`config.mk`:
```
export PLATFORM = sky130hd
export DESIGN_NAME = pin_irq_detect
export DESIGN_NICKNAME = d
export VERILOG_FILES = /design/src/rtl/pin_irq_pkg.sv /design/src/rtl/pin_irq_cfg_regs.sv /design/src/rtl/pin_irq_event_det.sv /design/src/rtl/pin_irq_flags.sv /design/src/rtl/pin_irq_detect.sv
export SDC_FILE = /design/constraint.sdc
export NUM_CORES = 1
export LEC_CHECK = 0
export BUFFER_PORTS_ARGS = -buffer_cell sky130_fd_sc_hd__buf_2
export CORE_MARGIN = 10
export CORE_UTILIZATION = 35
export DETAILED_ROUTE_END_ITERATION = 6
export MAX_ROUTING_LAYER = met4
export PLACE_DENSITY = 0.55
export SLEW_MARGIN = 20
export SYNTH_ARGS = -nofsm -noshare
export SYNTH_HDL_FRONTEND = slang
export SYNTH_HIERARCHICAL = 1
export SYNTH_SLANG_ARGS = --single-unit
```
`constraint.sdc`:
```
create_clock -name clk -period 4.3 [get_ports clk]
set_input_delay 0.215 -clock clk [delete_from_list [all_inputs] [get_ports clk]]
set_output_delay 0.215 -clock clk [all_outputs]
set_load 0.02 [all_outputs]
```
`src/rtl/pin_irq_pkg.sv`:
```
package pin_irq_pkg;

   localparam int MODE_W = 4;

   typedef enum logic [MODE_W-1:0] {
      MODE_NONE   = 4'h0,
      MODE_LVL_LO = 4'h8,
      MODE_RISE   = 4'h9,
      MODE_FALL   = 4'hA,
      MODE_BOTH   = 4'hB,
      MODE_LVL_HI = 4'hC
   } irq_mode_e;

   function automatic logic is_edge_mode(input logic [MODE_W-1:0] m);
      return (m == MODE_RISE) || (m == MODE_FALL) || (m == MODE_BOTH);
   endfunction

endpackage

```
`src/rtl/pin_irq_cfg_regs.sv`:
```
module pin_irq_cfg_regs
   import pin_irq_pkg::*;
#(
   parameter int NUM_PINS = 32,
   parameter int ADDR_W   = 8
) (
   input  logic                           clk,
   input  logic                           rst_n,
   input  logic [ADDR_W-1:0]              wr_addr,
   input  logic                           wr_en,
   input  logic [MODE_W-1:0]              wr_mode,
   output logic [NUM_PINS-1:0][MODE_W-1:0] mode
);

   localparam int WORD_BYTES = 4;

   initial assert (NUM_PINS * WORD_BYTES <= (1 << ADDR_W))
      else $fatal(1, "pin_irq_cfg_regs: address space too small");

   for (genvar n = 0; n < NUM_PINS; n++) begin : g_pin
      localparam logic [ADDR_W-1:0] MY_ADDR = ADDR_W'(n * WORD_BYTES);
      logic hit;
      assign hit = wr_en && (wr_addr == MY_ADDR);

      always_ff @(posedge clk or negedge rst_n) begin
         if (!rst_n)   mode[n] <= '0;
         else if (hit) mode[n] <= wr_mode;
      end

      p_cfg_load_r2: assert property (@(posedge clk) disable iff (!rst_n)
         (wr_en && wr_addr == MY_ADDR) |=> (mode[n] == $past(wr_mode)));
      p_cfg_hold_r2: assert property (@(posedge clk) disable iff (!rst_n)
         !(wr_en && wr_addr == MY_ADDR) |=> $stable(mode[n]));
   end

endmodule

```
`src/rtl/pin_irq_event_det.sv`:
```
module pin_irq_event_det
   import pin_irq_pkg::*;
#(
   parameter int NUM_PINS = 32
) (
   input  logic                            clk,
   input  logic                            rst_n,
   input  logic [NUM_PINS-1:0]             pin_in,
   input  logic [NUM_PINS-1:0][MODE_W-1:0] mode,
   output logic [NUM_PINS-1:0]             event_o
);

   logic [NUM_PINS-1:0] hist_q;

   always_ff @(posedge clk or negedge rst_n) begin
      if (!rst_n) hist_q <= '0;
      else        hist_q <= pin_in;
   end

   for (genvar n = 0; n < NUM_PINS; n++) begin : g_det
      always_comb begin
         unique case (mode[n])
            MODE_LVL_LO: event_o[n] = ~pin_in[n];
            MODE_LVL_HI: event_o[n] =  pin_in[n];
            MODE_RISE:   event_o[n] =  pin_in[n] & ~hist_q[n];
            MODE_FALL:   event_o[n] = ~pin_in[n] &  hist_q[n];
            MODE_BOTH:   event_o[n] =  pin_in[n] ^  hist_q[n];
            default:     event_o[n] = 1'b0;
         endcase
      end

      p_edge_needs_change_r12: assert property (@(posedge clk) disable iff (!rst_n)
         (event_o[n] && is_edge_mode(mode[n])) |-> (pin_in[n] != $past(pin_in[n])));
      p_rise_dir_r3: assert property (@(posedge clk) disable iff (!rst_n)
         (event_o[n] && mode[n] == MODE_RISE) |-> pin_in[n]);
      p_fall_dir_r4: assert property (@(posedge clk) disable iff (!rst_n)
         (event_o[n] && mode[n] == MODE_FALL) |-> !pin_in[n]);
      p_off_silent_r9: assert property (@(posedge clk) disable iff (!rst_n)
         (mode[n] == MODE_NONE) |-> !event_o[n]);
   end

endmodule

```
`src/rtl/pin_irq_flags.sv`:
```
module pin_irq_flags #(
   parameter int NUM_PINS = 32
) (
   input  logic                clk,
   input  logic                rst_n,
   input  logic [NUM_PINS-1:0] event_i,
   input  logic [NUM_PINS-1:0] clr_i,
   output logic [NUM_PINS-1:0] flags,
   output logic                irq
);

   always_ff @(posedge clk or negedge rst_n) begin
      if (!rst_n) begin
         flags <= '0;
         irq   <= 1'b0;
      end else begin
         flags <= (flags & ~clr_i) | event_i;
         irq   <= |flags;
      end
   end

   p_event_sets_r8: assert property (@(posedge clk) disable iff (!rst_n)
      (flags & $past(event_i)) == $past(event_i));
   p_clear_works_r7: assert property (@(posedge clk) disable iff (!rst_n)
      (flags & $past(clr_i & ~event_i)) == '0);
   p_no_spurious_r7: assert property (@(posedge clk) disable iff (!rst_n)
      ((flags & ~$past(flags)) & ~$past(event_i)) == '0);
   p_irq_follows_r10: assert property (@(posedge clk) disable iff (!rst_n)
      irq == (|$past(flags)));

endmodule

```
`src/rtl/pin_irq_detect.sv`:
```
module pin_irq_detect
   import pin_irq_pkg::*;
#(
   parameter int                NUM_PINS    = 32,
   parameter int                ADDR_W      = 8,
   parameter int                DATA_W      = 32,
   parameter int                MODE_LSB    = 16,
   parameter logic [ADDR_W-1:0] STATUS_ADDR = 8'hA0
) (
   input  logic                clk,
   input  logic                rst_n,
   input  logic [ADDR_W-1:0]   bus_addr,
   input  logic                bus_wr_en,
   input  logic [DATA_W-1:0]   bus_wdata,
   input  logic                bus_rd_en,
   output logic [DATA_W-1:0]   bus_rdata,
   input  logic [NUM_PINS-1:0] pin_in,
   output logic                irq_out
);

   localparam int CFG_SPAN = NUM_PINS * 4;

   initial assert (NUM_PINS >= 1 && NUM_PINS <= DATA_W)
      else $fatal(1, "pin_irq_detect: NUM_PINS must fit the data word");
   initial assert (MODE_LSB + MODE_W <= DATA_W)
      else $fatal(1, "pin_irq_detect: mode field outside the data word");
   initial assert (int'(STATUS_ADDR) >= CFG_SPAN)
      else $fatal(1, "pin_irq_detect: status word overlaps control words");

   logic [NUM_PINS-1:0][MODE_W-1:0] mode;
   logic [NUM_PINS-1:0]             events;
   logic [NUM_PINS-1:0]             clr;
   logic [NUM_PINS-1:0]             flags;
   logic [DATA_W-1:0]               rd_word;

   pin_irq_cfg_regs #(.NUM_PINS(NUM_PINS), .ADDR_W(ADDR_W)) u_cfg (
      .clk     (clk),
      .rst_n   (rst_n),
      .wr_addr (bus_addr),
      .wr_en   (bus_wr_en),
      .wr_mode (bus_wdata[MODE_LSB +: MODE_W]),
      .mode    (mode)
   );

   pin_irq_event_det #(.NUM_PINS(NUM_PINS)) u_det (
      .clk     (clk),
      .rst_n   (rst_n),
      .pin_in  (pin_in),
      .mode    (mode),
      .event_o (events)
   );

   assign clr = (bus_wr_en && bus_addr == STATUS_ADDR) ? bus_wdata[NUM_PINS-1:0] : '0;

   pin_irq_flags #(.NUM_PINS(NUM_PINS)) u_flags (
      .clk     (clk),
      .rst_n   (rst_n),
      .event_i (events),
      .clr_i   (clr),
      .flags   (flags),
      .irq     (irq_out)
   );

   always_comb begin
      rd_word = '0;
      if (bus_addr == STATUS_ADDR) rd_word[NUM_PINS-1:0] = flags;
      for (int n = 0; n < NUM_PINS; n++) begin
         if (bus_addr == ADDR_W'(n * 4)) rd_word[MODE_LSB +: MODE_W] = mode[n];
      end
   end

   always_ff @(posedge clk or negedge rst_n) begin
      if (!rst_n)         bus_rdata <= '0;
      else if (bus_rd_en) bus_rdata <= rd_word;
   end

   p_read_latency_r11: assert property (@(posedge clk) disable iff (!rst_n)
      bus_rd_en |=> (bus_rdata == $past(rd_word)));
   p_read_hold_r11: assert property (@(posedge clk) disable iff (!rst_n)
      !bus_rd_en |=> $stable(bus_rdata));

endmodule

```
==> results.cfg <==
[outcome]
status = completed

[power]
powerDensity_nw_per_um2 = 342.5
p_sw_uw = 1501
ir_drop_uv = 245.3
comb_power_share_pct = 12.4
p_int_uw = 3900
p_leak_uw = 0.007500
clkPwrFrac_pct = 40.3
switching_share_pct = 27.79
p_seq_share_pct = 47.3

[timing]
finalSetupTns_ns = 0
min_period_ns = 2.503
tightestPinTransition_ns = 1.151
fin_crit_sh_pct = 58.22
finClkSkew_ns = 0.01320
setup_violations = 0
hold_viol = 0
drv_slew = 0
fmax_ghz = 0.3995
slew_headroom_pct = 23.24
rsz0062_at_grt = no

[finish]
finish.utilization_pct = 41.57
area_delta_synth_final_pct = 16.42
fin_nets = 1635
fin_area_um2 = 15770
fin_cells = 2023
drive_gt1_share_pct = 21.39

[route]
vias = 10790
drt_iter0_markers = 931
drc = 0
first_pass_iters = 6
post_drt_wl_per_cell_um = 20.04
viasPerCell = 5.332
wirelength_mm = 40.55
ant_nets = 0

[synth]
ys.flop_type = dfrtp_1
netlist_area_um2 = 13540
ys_seq_elements = 225
synth_top_area_share_pct = 41.57
yosysMostFrequentCell = dfrtp_1
ys_async_sr_fraction_pct = 100.0
netlist-cell-type-count = 73
synth_top_area_cell = dfrtp_1
syn_area_per_cell_um2 = 9.865
yosys-top-cells-count = 225 x dfrtp_1, 185 x inv_1, 129 x mux2_2
synth_edf_count = 0
synth_area_leaders = dfrtp_1 42%, mux2_2 11%, ha_1 5.9%
synthCells = 1373
yosysWarnings = 6
seq_area_frac_synth_pct = 41.57
syn_nets = 1513

[placement]
dp_hpwl_mm = 29.28
gp_congestion = 0.9274
dpl-instance-area_um2 = 14590
io_buffer_count = 108
dp_cells = 1944

[floorplan]
die_h_um = 216.7
die_x_um = 216.7
dieArea_um2 = 46970
start_util_pct = 35.71
rows = 71
num_io_pins = 109
core_um2 = 37930

[cts]
postCtsSetupBuffers = 0
clk_path_buf_depth = 3
cts_tree = done
insertion_delay_ns = 0.55
cts_htree_levels = 1
cts_buffers = 27
clk_pin_slew_ns = 0.06
clockRootBuffer = clkbuf_16
clock-sinks = 225

[global_routing]
grt_overflow_total = 0
antenna_found_initial = 2
grt_start_max_net_pins = 92
grt_pass1_wl_mm = 63.20
grt_use_total_pct = 17.29
grt_pass1_vias = 10520

[worst_setup_path]
critical_path_class = in2reg
rrSetupSlack_ns = 2.12
crit_required_ns = 4.72
cp_max_fo = 30
startpoint_type = primary input
arrival_ns = 2.92
crit_path_end_kind = register

[flow_run]
drv_cap = 0

[hold_path]
hp-class = in2reg
[cells by family (layout without fill, tap and decap cells)]
logic type	after synthesis	count (layout)	share of synthesized area [%]
AND/OR/NAND/NOR	382	382	16.70
buffers and inverters	251	388	7.242
AO/OA/AOI/OAI	244	244	12.37
flip-flops	225	225	41.57
multiplexers	175	175	14.13
adder cells (fa/ha/maj)	64	64	5.912
XOR/XNOR	32	32	2.069
other	0	2	0
[metrics by stage]
stage          power [uW]  setup slack [ns]  hold WS, ns
2_1_floorplan        2919             2.054     -0.08059
3_3_place_gp         3217             1.406       0.2965
3_5_place_dp         3240             1.299       0.3004
4_1_cts              5472             1.876      0.06065
5_1_grt              5644             1.684      0.07821
6_report             5401             1.797      0.08054
[state kept, by name, summed over array words and instances (netlist names)]
register / flops
u_flags/flags: 32
u_det/hist_q: 32
bus_rdata: 32
u_flags/irq: 1
u_cfg/mode: 128
[power groups by stage]
stage,combinational [uW],clock (uW),sequential (uW)
3_3_place_gp,628,0,2590
6_report,670,2180,2560
4_1_cts,674,2240,2560
3_5_place_dp,646,0,2590
2_1_floorplan,418,0,2500
5_1_grt,744,2310,2590
[critical path: stages]
cell and delay, ns:
buf_2 0.15, buf_4 0.25, nor4_1 0.85, nand2_1 0.34
o221ai_1 0.16, a21oi_1 0.08, a2111oi_0 0.58, or3_1 0.22
a221oi_2 0.06
[cell usage in the layout, fill, tap and decap left out, drive strengths merged, types with 39 or more instances in the layout]
cell type | synthesis | layout
buf | 20 | 125
clkbuf | 45 | 39
dfrtp | 225 | 225
ha | 64 | 64
inv | 185 | 187
mux2 | 130 | 130
mux2i | 45 | 45
nand2 | 57 | 57
nand3 | 68 | 68
nor2 | 87 | 87
o21ai | 80 | 80
[path summary, 6_finish.rpt]
check,start,endpoint,cells after the start
worst min register to register,u_flags/flags[12],u_flags/flags[12],1
min in group asynchronous,rst_n,u_det/hist_q[22],2
worst max-delay path,bus_addr[3],bus_rdata[19],9
max in group asynchronous,rst_n,bus_rdata[24],3
worst max register to register,u_cfg/mode[43],bus_rdata[19],6
worst min-delay path,bus_wdata[27],u_flags/flags[27],4
[metal layers]
layer  part of all wire, %  GRT usage, %
met1                    47         24.52
met2                    45         26.06
met3                   5.8         2.326
met4                   1.7         3.123
met5                     0             -
[final cells by class]
type | instances | area [um^2]
antenna | 2 | 5.005
clock buffer | 39 | 790.8
clock inverter | 5 | 47.55
fill | 3756 | 22170
inverter | 186 | 698.2
multi-input combinational | 897 | 6933
sequential | 225 | 5630
tap | 511 | 639.4
timing repair buffer | 158 | 1023
[timing repair]
| action | CTS | global route |
|---|---|---|
| resized for setup | 0 | 0 |
| hold buffers | 33 | 0 |
| hold endpoints to repair | 121 | 0 |
Note: power is estimated with default switching activity, not from simulation.
